===== src/rtl/uart_rx_pkg.sv =====
`timescale 1ns/1ps
package uart_rx_pkg;
  localparam int DATA_W = 8;

  typedef enum logic [1:0] {
    PAR_NONE  = 2'd0,
    PAR_EVEN  = 2'd1,
    PAR_ODD   = 2'd2,
    PAR_FORCE = 2'd3
  } par_mode_t;

  typedef enum logic [2:0] {
    S_IDLE,
    S_START,
    S_DATA,
    S_PAR,
    S_STOP,
    S_BRKW
  } rx_state_t;

  typedef struct packed {
    logic              brk;
    logic              ferr;
    logic              perr;
    logic [DATA_W-1:0] data;
  } rx_entry_t;
endpackage


===== src/rtl/rx_sync.sv =====
`timescale 1ns/1ps
module rx_sync #(
  parameter int STAGES = 2
) (
  input  logic clk,
  input  logic rst,
  input  logic d,
  output logic q
);
  logic [STAGES-1:0] sh;

  always_ff @(posedge clk) begin
    if (rst) sh <= '1;
    else     sh <= {sh[STAGES-2:0], d};
  end

  assign q = sh[STAGES-1];
endmodule


===== src/rtl/rx_frame.sv =====
`timescale 1ns/1ps
module rx_frame
  import uart_rx_pkg::*;
#(
  parameter int OSR = 16
) (
  input  logic      clk,
  input  logic      rst,
  input  logic      tick,
  input  logic      rx,
  input  logic [1:0] cfg_len,
  input  logic [1:0] cfg_par,
  input  logic      cfg_force_bit,
  input  logic      wake_en,
  input  logic      wake_clr,
  output logic      push_o,
  output rx_entry_t entry_o,
  output logic      brk_start_o,
  output logic      brk_end_o,
  output logic      awake_o
);
  localparam int TW   = $clog2(OSR);
  localparam int BW   = $clog2(DATA_W);
  localparam int MID  = OSR/2 - 1;
  localparam int LAST = OSR - 1;

  rx_state_t         state;
  logic [TW-1:0]     tcnt;
  logic [BW-1:0]     bcnt;
  logic [DATA_W-1:0] shreg;
  logic              all_low;
  logic              par_s;

  logic [BW-1:0] last_bit;
  logic          par_slot;
  logic          par_ok;
  logic          is_brk;
  logic          perr_c;
  logic          ferr_c;
  logic          accept;

  assign last_bit = BW'(cfg_len) + BW'(DATA_W - 4);
  assign par_slot = wake_en || (cfg_par != PAR_NONE);

  always_comb begin
    case (par_mode_t'(cfg_par))
      PAR_EVEN:  par_ok = ~(^shreg ^ par_s);
      PAR_ODD:   par_ok =  (^shreg ^ par_s);
      PAR_FORCE: par_ok =  (par_s == cfg_force_bit);
      default:   par_ok = 1'b1;
    endcase
  end

  // Evaluated while the stop bit is being sampled.
  assign is_brk = all_low & ~rx;
  assign ferr_c = ~rx & ~is_brk;
  assign perr_c = ~wake_en & ~par_ok & ~is_brk;
  assign accept = is_brk | ~wake_en | awake_o | par_s;

  always_ff @(posedge clk) begin
    if (rst) begin
      state       <= S_IDLE;
      tcnt        <= '0;
      bcnt        <= '0;
      shreg       <= '0;
      all_low     <= 1'b0;
      par_s       <= 1'b0;
      push_o      <= 1'b0;
      entry_o     <= '0;
      brk_start_o <= 1'b0;
      brk_end_o   <= 1'b0;
      awake_o     <= 1'b0;
    end else begin
      push_o      <= 1'b0;
      brk_start_o <= 1'b0;
      brk_end_o   <= 1'b0;
      if (wake_clr) awake_o <= 1'b0;
      if (tick) begin
        case (state)
          S_IDLE: begin
            tcnt <= '0;
            if (!rx) state <= S_START;
          end
          S_START: begin
            tcnt <= tcnt + 1'b1;
            if (tcnt == TW'(MID)) begin
              tcnt <= '0;
              if (!rx) begin
                state   <= S_DATA;
                bcnt    <= '0;
                shreg   <= '0;
                par_s   <= 1'b0;
                all_low <= 1'b1;
              end else begin
                state <= S_IDLE;
              end
            end
          end
          S_DATA: begin
            tcnt <= tcnt + 1'b1;
            if (tcnt == TW'(LAST)) begin
              shreg[bcnt] <= rx;
              all_low     <= all_low & ~rx;
              if (bcnt == last_bit) state <= par_slot ? S_PAR : S_STOP;
              else                  bcnt  <= bcnt + 1'b1;
            end
          end
          S_PAR: begin
            tcnt <= tcnt + 1'b1;
            if (tcnt == TW'(LAST)) begin
              par_s   <= rx;
              all_low <= all_low & ~rx;
              state   <= S_STOP;
            end
          end
          S_STOP: begin
            tcnt <= tcnt + 1'b1;
            if (tcnt == TW'(LAST)) begin
              push_o        <= accept;
              entry_o.brk   <= is_brk;
              entry_o.ferr  <= ferr_c;
              entry_o.perr  <= perr_c;
              entry_o.data  <= is_brk ? '0 : shreg;
              brk_start_o   <= is_brk;
              if (wake_en && !awake_o && par_s && !is_brk) awake_o <= 1'b1;
              state <= is_brk ? S_BRKW : S_IDLE;
            end
          end
          S_BRKW: begin
            tcnt <= '0;
            if (rx) begin
              brk_end_o <= 1'b1;
              state     <= S_IDLE;
            end
          end
          default: state <= S_IDLE;
        endcase
      end
    end
  end

  assert_brk_entry_clean_R7: assert property (@(posedge clk) disable iff (rst)
    (push_o && entry_o.brk) |-> (entry_o.data == '0 && !entry_o.ferr && !entry_o.perr));

  assert_no_store_in_break_R7: assert property (@(posedge clk) disable iff (rst)
    ($past(state) == S_BRKW) |-> !push_o);

  assert_brk_end_after_wait_R8: assert property (@(posedge clk) disable iff (rst)
    brk_end_o |-> ($past(state) == S_BRKW));

  assert_false_start_idle_R4: assert property (@(posedge clk) disable iff (rst)
    (state == S_START && tick && tcnt == TW'(MID) && rx) |=> (state == S_IDLE));

  assert_wake_filter_R10: assert property (@(posedge clk) disable iff (rst)
    (push_o && wake_en && !entry_o.brk) |-> ($past(awake_o) || par_s));
endmodule


===== src/rtl/rx_fifo.sv =====
`timescale 1ns/1ps
module rx_fifo #(
  parameter int DEPTH = 4,
  parameter int W     = 11
) (
  input  logic                         clk,
  input  logic                         rst,
  input  logic                         push,
  input  logic [W-1:0]                 din,
  input  logic                         pop,
  output logic [W-1:0]                 dout,
  output logic [$clog2(DEPTH+1)-1:0]   level,
  output logic                         full,
  output logic                         empty
);
  localparam int AW = (DEPTH > 1) ? $clog2(DEPTH) : 1;
  localparam int LW = $clog2(DEPTH+1);

  logic [W-1:0]  mem [DEPTH];
  logic [AW-1:0] wr_ptr, rd_ptr;
  logic          push_ok, pop_ok;

  assign full    = (level == LW'(DEPTH));
  assign empty   = (level == '0);
  assign pop_ok  = pop && !empty;
  assign push_ok = push && (!full || pop_ok);

  function automatic logic [AW-1:0] nxt(input logic [AW-1:0] p);
    return (p == AW'(DEPTH-1)) ? '0 : p + 1'b1;
  endfunction

  always_ff @(posedge clk) begin
    if (push_ok) mem[wr_ptr] <= din;
  end

  always_ff @(posedge clk) begin
    if (rst) begin
      wr_ptr <= '0;
      rd_ptr <= '0;
      level  <= '0;
    end else begin
      if (push_ok) wr_ptr <= nxt(wr_ptr);
      if (pop_ok)  rd_ptr <= nxt(rd_ptr);
      if (push_ok && !pop_ok)      level <= level + 1'b1;
      else if (pop_ok && !push_ok) level <= level - 1'b1;
    end
  end

  assign dout = mem[rd_ptr];

  assert_level_bound_R5: assert property (@(posedge clk) disable iff (rst)
    level <= LW'(DEPTH));

  assert_full_keeps_level_R6: assert property (@(posedge clk) disable iff (rst)
    (push && full && !pop) |=> (level == $past(level)));

  assert_empty_pop_R5: assert property (@(posedge clk) disable iff (rst)
    (pop && empty && !push) |=> empty);
endmodule


===== src/rtl/uart_rx_brk.sv =====
`timescale 1ns/1ps
module uart_rx_brk
  import uart_rx_pkg::*;
#(
  parameter int DEPTH = 4,
  parameter int OSR   = 16,
  parameter int SYNC  = 2
) (
  input  logic                       clk,
  input  logic                       rst,
  input  logic                       tick_16x,
  input  logic                       rx_in,
  input  logic [1:0]                 cfg_len,
  input  logic [1:0]                 cfg_par,
  input  logic                       cfg_force_bit,
  input  logic                       cfg_wake_en,
  input  logic                       wake_clr,
  input  logic                       ovr_clr,
  input  logic                       rd_en,
  output logic                       rx_valid,
  output logic [$clog2(DEPTH+1)-1:0] rx_level,
  output logic [DATA_W-1:0]          rd_data,
  output logic                       rd_perr,
  output logic                       rd_ferr,
  output logic                       rd_brk,
  output logic                       overrun,
  output logic                       rx_awake,
  output logic                       brk_start,
  output logic                       brk_end
);
  localparam int EW = $bits(rx_entry_t);

  logic      rx_s;
  logic      frm_push;
  rx_entry_t frm_entry;
  rx_entry_t head;
  logic      f_full, f_empty;

  rx_sync #(.STAGES(SYNC)) u_sync (
    .clk (clk),
    .rst (rst),
    .d   (rx_in),
    .q   (rx_s)
  );

  rx_frame #(.OSR(OSR)) u_frame (
    .clk           (clk),
    .rst           (rst),
    .tick          (tick_16x),
    .rx            (rx_s),
    .cfg_len       (cfg_len),
    .cfg_par       (cfg_par),
    .cfg_force_bit (cfg_force_bit),
    .wake_en       (cfg_wake_en),
    .wake_clr      (wake_clr),
    .push_o        (frm_push),
    .entry_o       (frm_entry),
    .brk_start_o   (brk_start),
    .brk_end_o     (brk_end),
    .awake_o       (rx_awake)
  );

  rx_fifo #(.DEPTH(DEPTH), .W(EW)) u_fifo (
    .clk   (clk),
    .rst   (rst),
    .push  (frm_push),
    .din   (EW'(frm_entry)),
    .pop   (rd_en),
    .dout  (head),
    .level (rx_level),
    .full  (f_full),
    .empty (f_empty)
  );

  always_ff @(posedge clk) begin
    if (rst)                            overrun <= 1'b0;
    else if (frm_push && f_full && !rd_en) overrun <= 1'b1;
    else if (ovr_clr)                   overrun <= 1'b0;
  end

  assign rx_valid = !f_empty;
  assign rd_data  = head.data;
  assign rd_perr  = head.perr;
  assign rd_ferr  = head.ferr;
  assign rd_brk   = head.brk;

  assert_ovr_sticky_R6: assert property (@(posedge clk) disable iff (rst)
    (overrun && !ovr_clr) |=> overrun);

  assert_ovr_on_full_push_R6: assert property (@(posedge clk) disable iff (rst)
    (frm_push && f_full && !rd_en) |=> overrun);
endmodule


===== config.mk =====
export PLATFORM = sky130hd
export DESIGN_NAME = uart_rx_brk
export DESIGN_NICKNAME = d
export VERILOG_FILES = /design/src/rtl/uart_rx_pkg.sv /design/src/rtl/rx_sync.sv /design/src/rtl/rx_frame.sv /design/src/rtl/rx_fifo.sv /design/src/rtl/uart_rx_brk.sv
export SDC_FILE = /design/constraint.sdc
export NUM_CORES = 1
export LEC_CHECK = 0
export ABC_CLOCK_PERIOD_IN_PS = 1930
export BUFFER_PORTS_ARGS = -buffer_cell sky130_fd_sc_hd__buf_4
export CORE_UTILIZATION = 54
export DETAILED_ROUTE_END_ITERATION = 12
export HOLD_SLACK_MARGIN = 0.02
export PLACE_DENSITY = 0.76
export SLEW_MARGIN = 5
export SYNTH_ARGS = -nofsm -noshare
export SYNTH_HDL_FRONTEND = slang
export SYNTH_HIERARCHICAL = 1
export SYNTH_SLANG_ARGS = --single-unit

===== constraint.sdc =====
create_clock -name clk -period 1.93 [get_ports clk]
set_input_delay 0.0965 -clock clk [delete_from_list [all_inputs] [get_ports clk]]
set_output_delay 0.0965 -clock clk [all_outputs]
set_load 0.01 [all_outputs]

[After elaboration in Yosys (flattened, before gate mapping)]
Memory sizes are Yosys's and may differ from the RTL's. A register that Yosys moved wholly into a read port is not among the register bits.
Cells that the tools add are included.
Storage, ports and cells
  flip-flop bits (word level): 45
  RAM bits: 44
  memories kept: 1
  bits of input ports: 13
  output and inout bits: 19
  word-level logic and storage cells: 163
Cells by class
  equality and inequality tests: 25
  reductions and logical operators: 41
  bitwise logic cells: 17
  order comparisons: 2
  add/sub/neg operators: 7
  mux-type cells: 51
Memories
  u_fifo.mem: words 4, bits a word 11, rd ports 1, clocked after memory_dff 1, wr ports 1, RTL line rx_fifo.sv:19  | logic [W-1:0] mem [DEPTH];
Operators by type and width (count)
  $mux 3: 15
  $mux 8: 4
  $pmux 3 s6: 1
  $mux 1: 17
  $pmux 8 s2: 1
  $reduce_and 5->1: 3
  $ne 2x1->1 const B: 6
  $pmux 4 s3: 1
  $reduce_bool 2->1: 6
  $logic_and 1x1->1: 10
  $mux 2: 5
  $eq 3x3->1 const B: 3
  $not 1->1: 9
  $bwmux 8: 1
  $eq 2x2->1 const B: 4
  $ne 2x2->1 const B: 4
  $reduce_and 8->1: 1
  $reduce_xor 8->1: 1
  $logic_not 1->1: 7
  $add 3x1->3 const B: 2
  $eq 3x2->1 const B: 2
  $logic_not 3->1: 2
  $pmux 3 s2: 1
  $reduce_and 6->1: 1
  26 further kinds: 36

[Logic depth before layout (Yosys ltp)]
  depth after elaboration: 9
  gate-level depth with buffers: 8

[Cells and area by module]
The synthesis kept the hierarchy.
Modules (own cells, without submodules)
  rx_fifo: times used 1, sequential area each 1501.4 um2, cells an instance 104, area each 2064.5 um2
  rx_frame: times used 1, sequential area each 700.7 um2, cells an instance 219, area each 1896.8 um2
  rx_sync: times used 1, sequential area each 40.0 um2, cells an instance 4, area each 52.6 um2
  uart_rx_brk: times used 1, sequential area each 20.0 um2, cells an instance 5, area each 42.5 um2

[Worst setup path after synthesis]
Ideal clock, no wire load.
  path kind: register to register
  start point: reg u_fifo.level[0]
  end point: reg u_fifo.level[2]
  cell stages (with the launch flop): 9
  required time: 1859 ps
  period minus slack after synthesis: 2146 ps
  path slack: -216 ps
  setup time: 71 ps
  buffers on the path: 0
  arrival: 2075 ps
  cell sequence: dfxtp_1 or4b_4 and2_4 ha_1 inv_1 fa_1 xor2_1 or3_1 a21oi_1
On the way
  word-level cells in the longest chain between the ends: 8
  elaborated cells on any way between the ends: 16
  classes of those cells: add/sub: 2; eq/ne: 1; mux: 2; reduce/logical: 11
RTL lines
  from (decl): RTL line rx_fifo.sv:12  | output logic [$clog2(DEPTH+1)-1:0] level,
  from (signal assigned): RTL line rx_fifo.sv:44  | if (push_ok && !pop_ok) level <= level + 1'b1;
  from (signal assigned): RTL line rx_fifo.sv:45  | else if (pop_ok && !push_ok) level <= level - 1'b1;
  $logic_not 3->1: RTL line rx_fifo.sv:24  | assign empty = (level == '0);
  $logic_not 1->1: RTL line rx_fifo.sv:25  | assign pop_ok = pop && !empty;
  $logic_and 1x1->1: RTL line rx_fifo.sv:25
  $logic_or 1x1->1 (*): RTL line rx_fifo.sv:26  | assign push_ok = push && (!full || pop_ok);
  $logic_and 1x1->1 (*): RTL line rx_fifo.sv:26
  net u_fifo.push_ok: RTL line rx_fifo.sv:21  | logic push_ok, pop_ok;
  $logic_not 1->1: RTL line rx_fifo.sv:45
  $logic_and 1x1->1: RTL line rx_fifo.sv:45
  $reduce_bool 2->1 (no source line)
The timed path passes the listed nets; every way through them passes the cells marked *. The select of a mux whose other input is x is not followed.
A chain may end at the register's enable or synchronous reset.

[Final worst setup path]
  start point: reg u_fifo.level[1]
  end point: reg u_fifo.level[2]
The elaborated chain is that of the path after synthesis.

==> run metrics <==
Hold Fails Final Rpt 0; grt total ovfl 0; CTS root buffer clkbuf_8; Hold WC Path Type in -> reg; Comb power frac 6.3%; CTS tree built; register area share after synthesis 55.8%; Fmax achieved 493 MHz; Rows 31; vias post-DR 2,712; number of buffers added on ports 31; Setup Total Neg Slack -138 ps; Sw Pwr 808 µW; Clock Skew 8.16 ps; share of post-route cells with drive strength above 1 30.1%; DRC viols 0; failing checks setup timing; clk_lat worst skew 350 ps; core area 7250 µm²; CTS Sinks 91; all-layer global routing usage 21.5%; FF+latch count, synth 91; Max Slew Vio Count 0; Non-Filler Instances 488; commonest non-fill, non-tap cell in the layout buf_4; post-DP HPWL 5320 µm; Main synth FF type dfxtp_1; Net Sw Frac 22.0%; # nets final 406; post-route minimum period 2030 ps; Cell Area, Synth 4060 µm²; Clk pwr share 38.4%; vias in the first global route 2,637; period utilisation layout 105%; Detailed Route Iter0 Violations 111; Synth async-reset ratio 0%; Post-synth EDFFs 44; Reg clk slew, reported paths 90 ps; Internal 2.86 mW; status complete, but fails checks; maximum buffer depth of the clock tree 2; post-route ant nets 0; Worst Path Arrival 2310 ps; Peak VDD IR 0.345 mV; fillers 551; CP Capture Type register; commonest non-fill, non-tap cells in the layout buf_4, edfxtp_1, dfxtp_1, nor2_1, a21oi_1; synth unique cells 64; Pwr per Cell Area 759 nW/µm²; Seq pwr share 55.2%; post-synthesis cell count 332; WP data required 2210 ps; area delta synth->final 19.2%; # IOs 32; Max-Cap Viols 0; largest net degree at the start of global routing 38; WL final 7700 µm; Synth Area per Inst 12.2 µm²; kind of critical path reg -> reg; n_diodes 0; CP max FO 3; Setup Viol. Count Final 2; RD Place Congestion 0.798; placed cell count 466; RSZ-0062 raised after global routing true; max_slew headroom 64.9%; Leakage 1.89 nW; Setup crit start kind register; initial cell density of the core 55.9%; Num CTS Buffers 9; Die X 88.7 µm; Ys Warns 6; die area 7860 µm²; Via-to-Cell Ratio 5.56; Worst Tran Pin Value 525 ps; Clock H-tree levels 3; syn nets 354; first-pass GRT wire length 12,600 µm; Die H 88.7 µm; drt wl/cell 15.8 µm; antenna violations before repair 0; Final WS setup -97.6 ps; Seq. cell area 2270 µm²; Multi-input gate area 1690 µm²; DR pass1 iterations 4
-- per-layer routing --
layer  vias up  global-route usage, %  routed length [µm]
met1      1312                   26.4                3390
met4         0                   7.62                  89
met2        35                   37.1                4050
met3         9                   4.76                 174
met5         -                      0                   0
li1       1356                      -                   -
-- cell families (layout without fill, tap and decap cells) --
| group | count (synthesis) | count (layout) | share of synthesized area, % |
|---|---|---|---|
| and+or+nand+nor | 104 | 104 | 15.2 |
| DFF | 91 | 91 | 55.8 |
| AOI/OAI and AO/OA | 68 | 68 | 12.3 |
| buffers and inverters | 32 | 89 | 3.52 |
| muxes | 16 | 16 | 7.37 |
| xor gates and xnor gates | 12 | 12 | 2.93 |
| adders and majority gates | 9 | 9 | 2.96 |
-- critical path: stages (launching register included) --
cell and delay, ps:
dfxtp_4 360, or4b_4 510, and2_4 160, ha_4 160
inv_2 50, fa_2 180, xor2_1 80, or3_1 300
a21oi_1 150
-- state kept, by name, summed over array words and instances, names as in the netlist, 2 cells and up, named ones only --
register and cells:
u_frame/tcnt 4, u_frame/shreg 8, u_fifo/level 3, u_frame/bcnt 3
u_sync/sh 2, u_fifo/mem 44, u_frame/entry_o 11, u_fifo/wr_ptr 2
u_frame/state 3, u_fifo/rd_ptr 2
-- layout make-up --
| class | count | share of cell area (%) |
|---|---|---|
| well taps | 99 | 2.56 |
| flip-flops and latches | 91 | 47.0 |
| repair buffers | 64 | 10.2 |
| inverters | 9 | 0.699 |
| clock buffers | 9 | 2.56 |
| multi-input cells | 209 | 34.9 |
| clock inverters | 7 | 2.05 |
-- through the flow --
stage	hold WS [ps]	total power [mW]	instance area [µm²]	utilization, %	setup slack (ps)
after global routing	66.7	3.81	4830	66.6	-165
after floorplan	166	2.23	4080	-	-67.9
final	71.4	3.67	4830	66.6	-97.6
after global placement	284	2.28	4530	62.5	-8.35
after detailed placement	285	2.29	4530	62.5	-54.5
after CTS	51.5	3.70	4810	66.3	-76.7
-- synth_stat cells, types with 6 or more instances --
master     n  area (µm²)
a21oi_1   15        75.1
a22o_1     8        70.1
a22oi_1    6        45.0
clkbuf_1  17        63.8
dfxtp_1   47         941
edfxtp_1  44        1320
ha_1       8         100
inv_1      9        33.8
mux4_2    11         248
nand2_1   12        45.0
nor2_1    28         105
nor3_1     9        45.0
o21ai_1    6        30.0
xnor2_1    9        78.8
-- power by group through the flow --
stage / Sequential [mW] / Clock (mW) / Combinational (mW)
after floorplan: 2.06 / 0 / 0.161
after global placement: 2.07 / 0 / 0.213
after detailed placement: 2.07 / 0 / 0.218
after CTS: 2.03 / 1.45 / 0.227
after global routing: 2.03 / 1.52 / 0.258
final: 2.03 / 1.41 / 0.232
-- what timing repair did --
| action | CTS | global route |
|---|---|---|
| endpoints found under the hold margin | 5 | 0 |
| buffers inserted | 0 | 1 |
| pin swaps | 0 | 5 |
| hold buffers | 5 | 0 |
| resized for setup | 0 | 6 |
| endpoints found under the setup margin | 2 | 17 |
-- path summary, 6_finish.rpt --
| check | start | endpoint | slack, ps | cells after the start |
|---|---|---|---|---|
| worst max register to register | u_fifo/level[1] | u_fifo/level[2] | -100 | 8 |
| worst max-delay path | u_fifo/level[1] | u_fifo/level[2] | -100 | 8 |
| worst min register to register | u_sync/sh[0] | u_sync/sh[1] | 420 | 1 |
| worst min-delay path | rd_en | overrun | 70 | 3 |
Power figures use the tool's default switching activity.
